File: src/rtl/lane_align_pkg.sv
package lane_align_pkg;
   localparam int OCTET_W = 8;
   typedef logic [OCTET_W-1:0] octet_t;
   // closing character of each alignment multiframe (control code)
   localparam octet_t MARK_CHAR = 8'h7C;
endpackage

File: src/rtl/lane_marker_det.sv
module lane_marker_det
   import lane_align_pkg::*;
#(
   parameter int MARK_COUNT = 4
) (
   input  logic   clk,
   input  logic   rst_n,
   input  logic   flush_i,
   input  logic   ilas_i,
   input  octet_t octet_i,
   input  logic   is_k_i,
   output logic   capture_now_o,
   output logic   captured_o
);
   localparam int CW = (MARK_COUNT > 1) ? $clog2(MARK_COUNT) : 1;
   localparam logic [CW-1:0] LAST_IDX = CW'(MARK_COUNT - 1);

   if (MARK_COUNT < 2) begin : g_bad_count
      $error("lane_marker_det: MARK_COUNT must be at least 2");
   end

   logic [CW-1:0] seen_q;
   logic          captured_q;
   logic          is_mark;

   assign is_mark       = is_k_i && (octet_i == MARK_CHAR);
   assign capture_now_o = !captured_q && ilas_i && is_mark && (seen_q == LAST_IDX);
   assign captured_o    = captured_q;

   always_ff @(posedge clk) begin
      if (!rst_n || flush_i) begin
         seen_q     <= '0;
         captured_q <= 1'b0;
      end else if (capture_now_o) begin
         seen_q     <= '0;
         captured_q <= 1'b1;
      end else if (!captured_q && ilas_i && is_mark) begin
         seen_q <= seen_q + 1'b1;
      end
   end

   // capture only follows a flagged mark seen during the alignment phase
   a_r2_capture_on_mark: assert property (@(posedge clk) disable iff (!rst_n)
      $rose(captured_o) |-> ($past(is_k_i) && $past(ilas_i)));
   // a flush leaves the lane uncaptured
   a_r3_flush_clears: assert property (@(posedge clk) disable iff (!rst_n)
      flush_i |=> !captured_o);
endmodule

File: src/rtl/lane_elastic_buf.sv
module lane_elastic_buf
   import lane_align_pkg::*;
#(
   parameter int DEPTH = 16
) (
   input  logic   clk,
   input  logic   rst_n,
   input  logic   flush_i,
   input  logic   wr_i,
   input  octet_t wdata_i,
   input  logic   rd_i,
   output octet_t rdata_o,
   output logic   ovf_o
);
   localparam int AW = (DEPTH > 1) ? $clog2(DEPTH) : 1;
   localparam int CW = $clog2(DEPTH + 1);
   localparam logic [CW-1:0] FULL_LVL = CW'(DEPTH);

   if (DEPTH < 2 || (1 << AW) != DEPTH) begin : g_bad_depth
      $error("lane_elastic_buf: DEPTH must be a power of two, at least 2");
   end

   octet_t        mem [DEPTH];
   logic [AW-1:0] wp_q, rp_q;
   logic [CW-1:0] fill_q;
   logic          do_rd, do_wr, full;

   assign full    = (fill_q == FULL_LVL);
   assign do_rd   = rd_i && (fill_q != '0);
   assign do_wr   = wr_i && (!full || do_rd);
   assign rdata_o = mem[rp_q];

   always_ff @(posedge clk) begin
      if (do_wr && !flush_i) mem[wp_q] <= wdata_i;
   end

   always_ff @(posedge clk) begin
      if (!rst_n) begin
         wp_q   <= '0;
         rp_q   <= '0;
         fill_q <= '0;
         ovf_o  <= 1'b0;
      end else if (flush_i) begin
         wp_q   <= '0;
         rp_q   <= '0;
         fill_q <= '0;
      end else begin
         if (do_wr) wp_q <= wp_q + 1'b1;
         if (do_rd) rp_q <= rp_q + 1'b1;
         fill_q <= fill_q + CW'(do_wr) - CW'(do_rd);
         if (wr_i && full && !do_rd) ovf_o <= 1'b1;
      end
   end

   // occupancy never passes the depth and the error is sticky
   a_r8_fill_bound: assert property (@(posedge clk) disable iff (!rst_n)
      fill_q <= FULL_LVL);
   a_r8_ovf_sticky: assert property (@(posedge clk) disable iff (!rst_n)
      ovf_o |=> ovf_o);
endmodule

File: src/rtl/align_release.sv
module align_release (
   input  logic clk,
   input  logic rst_n,
   input  logic all_cap_i,
   input  logic lmfc_i,
   output logic rel_pulse_o,
   output logic released_o
);
   assign rel_pulse_o = all_cap_i && lmfc_i && !released_o;

   always_ff @(posedge clk) begin
      if (!rst_n)           released_o <= 1'b0;
      else if (rel_pulse_o) released_o <= 1'b1;
   end

   // release only on a strobe with every lane already captured
   a_r4_release_gate: assert property (@(posedge clk) disable iff (!rst_n)
      $rose(released_o) |-> ($past(lmfc_i) && $past(all_cap_i)));
endmodule

File: src/rtl/lane_deskew_aligner.sv
module lane_deskew_aligner
   import lane_align_pkg::*;
#(
   parameter int NUM_LANES  = 4,
   parameter int BUF_DEPTH  = 16,
   parameter int MARK_COUNT = 4
) (
   input  logic                         clk,
   input  logic                         rst_n,
   input  logic [NUM_LANES*OCTET_W-1:0] rx_octets_i,
   input  logic [NUM_LANES-1:0]         rx_is_k_i,
   input  logic                         lmfc_edge_i,
   input  logic                         ilas_active_i,
   output logic [NUM_LANES*OCTET_W-1:0] aligned_octets_o,
   output logic                         aligned_valid_o,
   output logic                         overflow_o
);
   if (NUM_LANES < 1) begin : g_bad_lanes
      $error("lane_deskew_aligner: NUM_LANES must be at least 1");
   end

   logic [NUM_LANES-1:0] cap_now, cap_q, ovf_vec;
   octet_t               head [NUM_LANES];
   logic                 released, rel_pulse, flush, rd_en;

   assign flush = !ilas_active_i && !released;
   assign rd_en = rel_pulse || released;

   for (genvar ln = 0; ln < NUM_LANES; ln++) begin : g_lane
      octet_t in_oct;
      assign in_oct = rx_octets_i[ln*OCTET_W +: OCTET_W];

      lane_marker_det #(.MARK_COUNT(MARK_COUNT)) i_det (
         .clk          (clk),
         .rst_n        (rst_n),
         .flush_i      (flush),
         .ilas_i       (ilas_active_i),
         .octet_i      (in_oct),
         .is_k_i       (rx_is_k_i[ln]),
         .capture_now_o(cap_now[ln]),
         .captured_o   (cap_q[ln])
      );

      lane_elastic_buf #(.DEPTH(BUF_DEPTH)) i_buf (
         .clk    (clk),
         .rst_n  (rst_n),
         .flush_i(flush),
         .wr_i   (cap_now[ln] || cap_q[ln]),
         .wdata_i(in_oct),
         .rd_i   (rd_en),
         .rdata_o(head[ln]),
         .ovf_o  (ovf_vec[ln])
      );

      always_ff @(posedge clk) begin
         if (!rst_n)        aligned_octets_o[ln*OCTET_W +: OCTET_W] <= '0;
         else if (released) aligned_octets_o[ln*OCTET_W +: OCTET_W] <= head[ln];
      end
   end

   align_release i_rel (
      .clk        (clk),
      .rst_n      (rst_n),
      .all_cap_i  (&cap_q),
      .lmfc_i     (lmfc_edge_i),
      .rel_pulse_o(rel_pulse),
      .released_o (released)
   );

   always_ff @(posedge clk) begin
      if (!rst_n) aligned_valid_o <= 1'b0;
      else        aligned_valid_o <= released;
   end

   assign overflow_o = |ovf_vec;

   // valid output only once the release controller has fired
   a_r5_valid_after_release: assert property (@(posedge clk) disable iff (!rst_n)
      aligned_valid_o |-> released);
   // the aligned stream does not stop once started
   a_r6_valid_holds: assert property (@(posedge clk) disable iff (!rst_n)
      aligned_valid_o |=> aligned_valid_o);
   // no flush can happen after release
   a_r7_no_late_flush: assert property (@(posedge clk) disable iff (!rst_n)
      $past(released) |-> !flush);
endmodule

File: config.mk
export PLATFORM = sky130hd
export DESIGN_NAME = lane_deskew_aligner
export DESIGN_NICKNAME = d
export VERILOG_FILES = /design/src/rtl/lane_align_pkg.sv /design/src/rtl/lane_marker_det.sv /design/src/rtl/lane_elastic_buf.sv /design/src/rtl/align_release.sv /design/src/rtl/lane_deskew_aligner.sv
export SDC_FILE = /design/constraint.sdc
export NUM_CORES = 1
export LEC_CHECK = 0
export ABC_CLOCK_PERIOD_IN_PS = 6400
export BUFFER_PORTS_ARGS = -buffer_cell sky130_fd_sc_hd__buf_4
export CAP_MARGIN = 10
export CELL_PAD_IN_SITES_DETAIL_PLACEMENT = 1
export CELL_PAD_IN_SITES_GLOBAL_PLACEMENT = 2
export CORE_ASPECT_RATIO = 0.5
export CORE_MARGIN = 2
export CORE_UTILIZATION = 49
export DETAILED_ROUTE_END_ITERATION = 12
export GPL_ROUTABILITY_DRIVEN = 0
export PLACE_DENSITY = 0.86
export SYNTH_ARGS = -nofsm -noshare
export SYNTH_HDL_FRONTEND = slang
export SYNTH_SLANG_ARGS = --single-unit
File: constraint.sdc
create_clock -name clk -period 6.4 [get_ports clk]
set_clock_uncertainty 0.2 [all_clocks]
set_input_delay 0.32 -clock clk [delete_from_list [all_inputs] [get_ports clk]]
set_output_delay 0.32 -clock clk [all_outputs]
set_load 0.03 [all_outputs]
# Word level (Yosys, flattened, before mapping)
# Memory sizes are Yosys's and may differ from the RTL's. A register that Yosys moved wholly into a read port is not among the register bits.
# Cells that the tools add are included.
# totals
regBits,70
mem_bits_rw,512
in_bits,40
output_inout_bits,34
elab_cells,156
n_memories,4
# op_classes
n_addsub,20
eq_ne,12
muxes,8
n_bitwise,2
reduce_logical,84
# memory_table
name,depth,width,rd,rd_clocked_by_memory_dff,write_ports,line,source
g_lane[0].i_buf.mem,16,8,1,1,1,lane_elastic_buf.sv:23,octet_t mem [DEPTH];
g_lane[1].i_buf.mem,16,8,1,1,1,lane_elastic_buf.sv:23,
g_lane[2].i_buf.mem,16,8,1,1,1,lane_elastic_buf.sv:23,
g_lane[3].i_buf.mem,16,8,1,1,1,lane_elastic_buf.sv:23,
# op_table
op,count
1-bit logical AND,39
"4-bit by 1-bit adder with 4-bit output, second input constant",8
"8-bit by 7-bit == test with 1-bit output, second input constant",4
5-bit by 1-bit adder with 5-bit output,4
"5-bit == test, second input constant",4
1-bit logical NOT,20
5-bit nonzero test,4
5-bit by 1-bit subtractor with 5-bit output,4
1-bit logical OR,10
2-bit OR reduction,5
"2-bit by 1-bit adder with 2-bit output, second input constant",4
"2-bit == test, second input constant",4
1-bit two-way mux,8
2-bit AND reduction,4
4-bit AND reduction,1
4-bit OR reduction,1
1-bit inverter,2

# Depth between registers and ports, before layout
# Gate-level depths: netlist of the first run.
# logic_depth
ltp_word,10
ltp_mapped,15
depth_no_buf,14

# By module
# From an unflattened synthesis of the first run, not the netlist that was laid out.
# hier_totals
hier_cells,1438
area_unflattened_um2,25480.7
# modules_own_cells
mod,instances,cells_per_inst,area_each_um2,seq_area_each_um2
lane_elastic_buf at g_lane[0].i_buf ...,2,312,5863.1,4204.0
lane_elastic_buf at g_lane[2].i_buf ...,2,306,5779.3,4204.0
lane_deskew_aligner,1,113,1321.3,660.6
lane_marker_det,4,21,209.0,60.1
align_release,1,5,38.8,20.0

# Least setup slack after synthesis of the first run
# Ideal clock, no wire load.
# synth_path
path_type,register -> register
start,reg g_lane[3].i_det.captured_q
end,reg g_lane[2].i_buf.fill_q[4]
setup_ns,0.070
t_arrival_ns,2.823
t_required_ns,6.130
setup_slack_ns,3.306
stages_incl_launch_ff,13
n_path_buf,1
synth_period_minus_slack_ns,3.094
cell_sequence,dfxtp_1 -> and4_1 -> a21oi_1 -> clkbuf_1 -> nor2_1 -> ha_1 -> inv_1 -> ha_1 -> fa_1 -> a21oi_1 -> nor2_1 -> or3_1 -> a21oi_1
# synth_between
elab_chain_cells,9
# synth_lines
item,line,source
"start, declared",lane_marker_det.sv:23,logic captured_q;
"start signal, assigned",lane_marker_det.sv:33,captured_q <= 1'b0;
"start signal, assigned",lane_marker_det.sv:36,captured_q <= 1'b1;
4-bit AND reduction (*),lane_deskew_aligner.sv:64,".all_cap_i (&cap_q),"
1-bit logical AND (*) (2 in series),align_release.sv:9,assign rel_pulse_o = all_cap_i && lmfc_i && !released_o;
1-bit logical OR (*),lane_deskew_aligner.sv:27,assign rd_en = rel_pulse || released;
1-bit logical AND (*),lane_elastic_buf.sv:29,assign do_rd = rd_i && (fill_q != '0);
named net g_lane[2].i_buf.do_rd,lane_elastic_buf.sv:26,"logic do_rd, do_wr, full;"
1-bit logical OR,lane_elastic_buf.sv:30,assign do_wr = wr_i && (!full || do_rd);
1-bit logical AND,lane_elastic_buf.sv:30,
5-bit by 1-bit adder with 5-bit output,lane_elastic_buf.sv:50,fill_q <= fill_q + CW'(do_wr) - CW'(do_rd);
5-bit by 1-bit subtractor with 5-bit output (*),lane_elastic_buf.sv:50,
"end signal, assigned",lane_elastic_buf.sv:50,
"end, declared",lane_elastic_buf.sv:25,logic [CW-1:0] fill_q;
# Mark *: on every way through the listed nets, which the timed path passes. The rest lies on a longest branch.
# A chain may end at the register's enable or synchronous reset.

# Worst setup path in the final report of the first run
# Same ends and word-level chain as after synthesis.

==> results of run 1 <==
logic make-up after synthesis:
family                     Yosys count  synth area share (%)
DFF                                614                  69.2
and+or+nand+nor                    434                  8.99
AOI/OAI and AO/OA                  220                  5.88
adders and majority gates           52                  2.70
buffers and inverters              138                  2.31
xor gates and xnor gates            12                 0.418
muxes                              264                  10.5
layout make-up:
class / instances / area (um2) / area share (%)
Clock inverter: 20 / 153 / 0.535
Inverter: 46 / 173 / 0.606
Clock buffer: 76 / 1520 / 5.34
Sequential cell: 614 / 17400 / 61.1
Timing Repair Buffer: 142 / 1150 / 4.03
Multi-Input combinational cell: 982 / 7220 / 25.3
Tap cell: 690 / 863 / 3.03
flip-flops by register name, summed over array words and instances, names as in the netlist:
name                     flops
g_lane.i_det.seen_q          8
aligned_octets_o            32
g_lane.i_buf.ovf_o           4
g_lane.i_buf.mem           512
g_lane.i_buf.fill_q         20
g_lane.i_buf.rp_q           16
i_rel.released_o             1
aligned_valid_o              1
g_lane.i_det.captured_o      4
g_lane.i_buf.wp_q           16
final timing paths:
kind,startpoint,end
worst min register to register,g_lane[2].i_buf.ovf_o,g_lane[2].i_buf.ovf_o
worst max register to register,g_lane[3].i_det.captured_o,g_lane[2].i_buf.fill_q[4]
worst min-delay path,g_lane[2].i_buf.ovf_o,g_lane[2].i_buf.ovf_o
worst max-delay path,g_lane[3].i_det.captured_o,g_lane[2].i_buf.fill_q[4]
critical path, delay by kind of cell, from the launching register on:
kind / cells / cell delay (ns)
AOI/OAI and AO/OA: 3 / 1.16
adders and majority gates: 3 / 1.01
and+or+nand+nor: 4 / 0.83
DFF: 1 / 0.37
buffers and inverters: 1 / 0.04
layout by cell type (no fill, tap or decap), types with 6 or more instances in the layout:
cell / Yosys / layout
sky130_fd_sc_hd__and3_1: 26 / 26
sky130_fd_sc_hd__nor2_1: 55 / 54
sky130_fd_sc_hd__clkbuf_1: 53 / 12
sky130_fd_sc_hd__o31ai_1: 8 / 8
sky130_fd_sc_hd__inv_1: 45 / 45
sky130_fd_sc_hd__and2_1: 9 / 9
sky130_fd_sc_hd__nand3_1: 120 / 120
sky130_fd_sc_hd__a22oi_1: 96 / 96
sky130_fd_sc_hd__nand2b_1: 9 / 9
sky130_fd_sc_hd__dlygate4sd3_1: 0 / 34
sky130_fd_sc_hd__clkbuf_16: 0 / 53
sky130_fd_sc_hd__o21ai_0: 22 / 21
sky130_fd_sc_hd__dfxtp_1: 102 / 98
sky130_fd_sc_hd__or3_1: 10 / 10
sky130_fd_sc_hd__or2_2: 7 / 7
sky130_fd_sc_hd__ha_1: 48 / 48
sky130_fd_sc_hd__nand3b_1: 6 / 6
sky130_fd_sc_hd__a21oi_1: 69 / 68
sky130_fd_sc_hd__xnor2_1: 8 / 8
sky130_fd_sc_hd__nor3_1: 31 / 27
sky130_fd_sc_hd__buf_4: 1 / 105
sky130_fd_sc_hd__clkbuf_8: 0 / 11
sky130_fd_sc_hd__or4_1: 9 / 9
sky130_fd_sc_hd__mux2i_1: 264 / 264
sky130_fd_sc_hd__nand2_1: 95 / 95
sky130_fd_sc_hd__edfxtp_1: 512 / 512
sky130_fd_sc_hd__nor2b_1: 19 / 17
sky130_fd_sc_hd__clkinv_2: 0 / 10
power by group through the flow:
stage	Clock [W]	Sequential, W	Combinational [W]
floorplan	0	0.00441	0.0000210
global placement	0	0.00441	0.000103
detailed placement	0	0.00441	0.000109
CTS	0.00321	0.00432	0.000126
global route	0.00337	0.00431	0.000136
finish	0.00317	0.00432	0.000127
stage by stage:
stage               power, W  cell area [um2]  setup slack, ns  util (%)  hold slack (ns)
detailed placement   0.00451            26500             2.69      52.4            0.252
floorplan            0.00443            25200             3.31         -            0.219
CTS                  0.00765            28500             2.70      56.4            0.251
global placement     0.00451            26500             2.87      52.4            0.243
finish               0.00761            28500             2.70      56.4            0.263
global route         0.00782            28500             2.46      56.4            0.287
metal layers:
| metal | part of all wire, % | vias to the layer above | global-route usage [%] | routed length, um |
|---|---|---|---|---|
| met4 | 1.7 | 0 | 4.84 | 1040 |
| met3 | 4.7 | 89 | 3.47 | 2890 |
| li1 | - | 6807 | - | - |
| met2 | 50 | 347 | 40.9 | 30700 |
| met5 | 0 | - | 0 | 0 |
| met1 | 44 | 7681 | 31.5 | 27200 |
==> flow_metrics.tcl, run 1 <==
set metrics [dict create \
    synth_seq_cells 614 \
    criticalPathCategory "flip-flop to flip-flop" \
    hp-class "flip-flop to flip-flop" \
    ys_seq_area_share_pct 69.2 \
    tightestPinTransition_ns 1.18 \
    layout-drive-gt1-share_pct 11.6 \
    max_slew_margin_pct 21.6 \
    grt_first_pass_wirelength_mm 95.7 \
    floorplan.io_pins 74 \
    mappedNetlistArea_um2 25200 \
    clock_path_buffers 3 \
    global_route.overflow_total 0 \
    floorplan.rows 58 \
    stdcell_count 2570 \
    timing.critical_path.required_ns 6.71 \
    synth-edff-count 512 \
    final_max_slew_viol_count 0 \
    series_of_cell_instances_along_the_critical_path "and4_1 -> a21oi_2 -> nor2_1 -> ha_1 -> inv_1 -> ha_1 -> fa_1 -> a21oi_1 -> nor2_1 -> or3_1 -> a21oi_1" \
    timing.final.crit_period_ns 3.70 \
    wl_per_cell_um 24.0 \
    synth_area_per_cell_um2 14.5 \
    worstSkewPairLatency_ns 0.58 \
    share_seq_of_total_power_pct 56.7 \
    start_util_pct 49.8 \
    cts.sinks 614 \
    track_usage_pct 23.4 \
    area_growth_syn_to_layout_pct 13.3 \
    hold_depth 1 \
    status "complete, no violations" \
    setup.worst_path.end_class "flip-flop" \
    pwr_density_cell_nw_per_um2 267 \
    internal_power_w 0.00609 \
    detail-route-antenna-nets 0 \
    fin_nets 1931 \
    min_period_over_period_pct 57.7 \
    setup_tns_final_ns 0 \
    initial_antenna_violation_count 0 \
    floorplan.die.width_um 325 \
    static-leakage-power_nw 9.16 \
    yosys.area.top_type_share_pct 61.1 \
    grt_start_max_net_pins 68 \
    netSwitchingPower_w 0.00153 \
    regToRegSetupSlack_ns 2.70 \
    place.port_buffers 73 \
    max_cap_viol_count 0 \
    cts_hold_buffers 34 \
    timing.critical_path.slowest_stage_cell "sky130_fd_sc_hd__a21oi_2" \
    dominantRegCellSynth "sky130_fd_sc_hd__edfxtp_1" \
    die_area_um2 53300 \
    critical-path-max-stage-delay_ns 0.81 \
    num_antenna_cells 0 \
    setup.worst_path.start_class "flip-flop" \
    yosys.cell_types.count 57 \
    setup_viol_count_final 0 \
    synthesis.instances 1734 \
    finalWirelength_mm 61.8 \
    power.switching_fraction_pct 20.1 \
    worst-path-max-fanout 28 \
    vdd_drop_max_v 0.000177 \
    list_of_most_frequent_post_synthesis_cells "sky130_fd_sc_hd__edfxtp_1, sky130_fd_sc_hd__mux2i_1, sky130_fd_sc_hd__nand3_1" \
    postCtsResizedCells 0 \
    critPathArrivalTime_ns 4.00 \
    detailedRoute.firstPassIterationCount 5 \
    clk_pin_slew_ns 0.07 \
    tritoncts "built" \
    clock-root-buffer "sky130_fd_sc_hd__clkbuf_16" \
    hold_viol_final 0 \
    fmax_mhz 271 \
    fill_cells 4851 \
    post_synth_arst_share_pct 0 \
    synth_most_common_cell "sky130_fd_sc_hd__edfxtp_1" \
    post-cts-setup-buffers 0 \
    post-place-cells 2437 \
    detail_routed_via_count_per_cell 5.81 \
    htree_num_levels 2 \
    post-synth-top-area-cell "sky130_fd_sc_hd__edfxtp_1" \
    synth.yosys.warnings 0 \
    post-dp-hpwl_mm 39.0 \
    combinationalPowerShare_pct 1.7 \
    unrepaired_setup_endpoints_after_global_routing "no" \
    via_count_of_the_first_global_routing_pass 16066 \
    fp.dieH_um 164 \
    cts-buffers-inserted 53 \
    pwr-share-clk_pct 41.6 \
    design.core.area_um2 50500 \
    worstRegToRegCells 11 \
    postSynthNetCount 1826 \
    drtIter0Drc 1153 \
    synthTopCellsByArea "sky130_fd_sc_hd__edfxtp_1, sky130_fd_sc_hd__mux2i_1, sky130_fd_sc_hd__dfxtp_1" \
    num_vias 14924 \
    drc 0 \
]
(Power assumes the default switching activity.)
==> run 2: changes to the inputs <==
Settings changed: ABC_CLOCK_PERIOD_IN_PS 6400 to 3300, CORE_UTILIZATION 49 to 41, PLACE_DENSITY 0.86 to 0.77.
Clock period 6.4 ns to 3.3 ns, I/O delays scaled along.
==> flow_metrics.tcl, run 2 (synthesis results as in run 1) <==
set metrics [dict create \
    largest_register_ffs 512 \
    fmax_mhz 323 \
    final_max_slew_viol_count 0 \
    post-place-ws_ns 0.192 \
    clk_pin_slew_ns 0.07 \
    cp_top_family "simple AND/OR/NAND/NOR gates" \
    floorplan.rows 64 \
    setup.worst_path.start_class "flip-flop" \
    stdcell_count 2760 \
    wl_per_cell_um 22.6 \
    detail-route-antenna-nets 0 \
    num_antenna_cells 0 \
    post-route-cell-area_um2 29200 \
    design.core.area_um2 60900 \
    post-cts-setup-buffers 0 \
    grt_first_pass_wirelength_mm 93.8 \
    unrepaired_setup_endpoints_after_global_routing "no" \
    tightestPinTransition_ns 1.05 \
    most_common_cell_after_layout_fill_and_taps_aside "sky130_fd_sc_hd__edfxtp_1" \
    initial_antenna_violation_count 0 \
    p_total_w 0.0150 \
    timing.critical_path.required_ns 3.31 \
    grt_start_max_net_pins 43 \
    fp.dieH_um 179 \
    place_area_um2 27100 \
    track_usage_pct 19.5 \
    htree_num_levels 2 \
    worstSkewPairLatency_ns 0.59 \
    top_regs "g_lane.i_buf.mem: 512 flops, aligned_octets_o: 32 flops, g_lane.i_buf.fill_q: 20 flops" \
    layout.cells.most_common_list "sky130_fd_sc_hd__edfxtp_1, sky130_fd_sc_hd__mux2i_1, sky130_fd_sc_hd__buf_4, sky130_fd_sc_hd__nand3_1, sky130_fd_sc_hd__dfxtp_1" \
    finalWirelength_mm 62.3 \
    setup.worst_path.end_class "flip-flop" \
    post-dp-hpwl_mm 39.3 \
    clock-root-buffer "sky130_fd_sc_hd__clkbuf_16" \
    detailedRoute.firstPassIterationCount 5 \
    max_flop_register "g_lane.i_buf.mem" \
    floorplan.die.width_um 354 \
    post-place-cells 2622 \
    hold_viol_final 0 \
    layout-drive-gt1-share_pct 13.6 \
    pwr_density_cell_nw_per_um2 515 \
    max_cap_viol_count 0 \
    setup_tns_final_ns 0 \
    timing.critical_path.slowest_stage_cell "sky130_fd_sc_hd__nor2_1" \
    pwr-share-clk_pct 42.6 \
    min_period_over_period_pct 93.8 \
    critPathArrivalTime_ns 3.11 \
    clock_path_buffers 3 \
    series_of_cell_instances_along_the_critical_path "buf_4 -> nand4_1 -> o211ai_1 -> nand3_1 -> nor2_1" \
    via_count_of_the_first_global_routing_pass 15265 \
    global_route.overflow_total 0 \
    fin_nets 1982 \
    worstPathBufferInverterCount 1 \
    cts.sinks 614 \
    timing.final.crit_period_ns 3.09 \
    vdd_drop_max_v 0.000367 \
    power.switching_fraction_pct 20.2 \
    max_slew_margin_pct 29.9 \
    die_area_um2 63500 \
    floorplan.io_pins 74 \
    static-leakage-power_nw 9.47 \
    combinationalPowerShare_pct 1.7 \
    drtIter0Drc 922 \
    area_growth_syn_to_layout_pct 16.0 \
    share_seq_of_total_power_pct 55.7 \
    cts-buffers-inserted 56 \
    detail_routed_via_count_per_cell 5.39 \
    start_util_pct 41.3 \
    setup_viol_count_final 0 \
    critical-path-max-stage-delay_ns 0.86 \
    criticalPathCategory "flip-flop to flip-flop" \
    status "complete, no violations" \
    netSwitchingPower_w 0.00303 \
    worst-path-max-fanout 8 \
    place.port_buffers 73 \
    internal_power_w 0.0120 \
    hp-class "input pin to flip-flop" \
    drc 0 \
    tritoncts "built" \
    setup_ws_ns 0.206 \
    num_vias 14865 \
]
run 2: worst reg2reg max path, stage by stage, from the launching register on:
cell                       delay, ns
sky130_fd_sc_hd__dfxtp_1        0.34
sky130_fd_sc_hd__buf_4          0.14
sky130_fd_sc_hd__nand4_1        0.30
sky130_fd_sc_hd__o211ai_1       0.62
sky130_fd_sc_hd__nand3_1        0.26
sky130_fd_sc_hd__nor2_1         0.86
run 2: power by group through the flow:
stage / Clock (W) / Sequential, W / Combinational, W
after detailed placement: 0 / 0.00854 / 0.000224
final: 0.00640 / 0.00837 / 0.000255
after CTS: 0.00652 / 0.00837 / 0.000257
after floorplan: 0 / 0.00855 / 0.0000407
after global routing: 0.00683 / 0.00837 / 0.000273
after global placement: 0 / 0.00854 / 0.000213
run 2: layout make-up:
class,instances,area (um2)
clock inverters,33,270
repair buffers,190,1580
clock buffers,70,1510
flip-flops and latches,614,17400
multi-input cells,982,7200
well taps,825,1030
inverters,46,173
fillers,5944,31700
run 2: path summary, 6_finish.rpt:
path / startpoint / endpoint / slack [ns] / depth (start not counted)
hold / removal: rx_is_k_i[0] / g_lane[0].i_det.captured_o / 0.10 / 4
setup reg to reg: g_lane[0].i_det.captured_o / g_lane[0].i_buf.mem[4][2] / 0.21 / 5
hold reg to reg: aligned_octets_o[6] / aligned_octets_o[6] / 0.26 / 2
setup / recovery: g_lane[0].i_det.captured_o / g_lane[0].i_buf.mem[4][2] / 0.21 / 5
run 2: what timing repair did:
action | CTS | global route
hold buffers | 35 | 0
resized for setup | 0 | 1
endpoints found under the hold margin | 526 | 0
endpoints found under the setup margin | 0 | 1
run 2: routing by layer:
layer | track usage, % | wire (um) | vias to the layer above
met1 | 27.6 | 29600 | 7641
li1 | - | - | 6930
met5 | 0 | 0 | -
met3 | 2.86 | 2410 | 59
met4 | 3.37 | 824 | 0
met2 | 32.4 | 29500 | 235
run 2: metrics by stage:
step	hold slack [ns]	utilization, %
finish	0.104	47.9
global route	0.121	47.9
CTS	0.0725	47.9
detailed placement	0.246	44.4
global placement	0.239	44.4
floorplan	0.0639	-
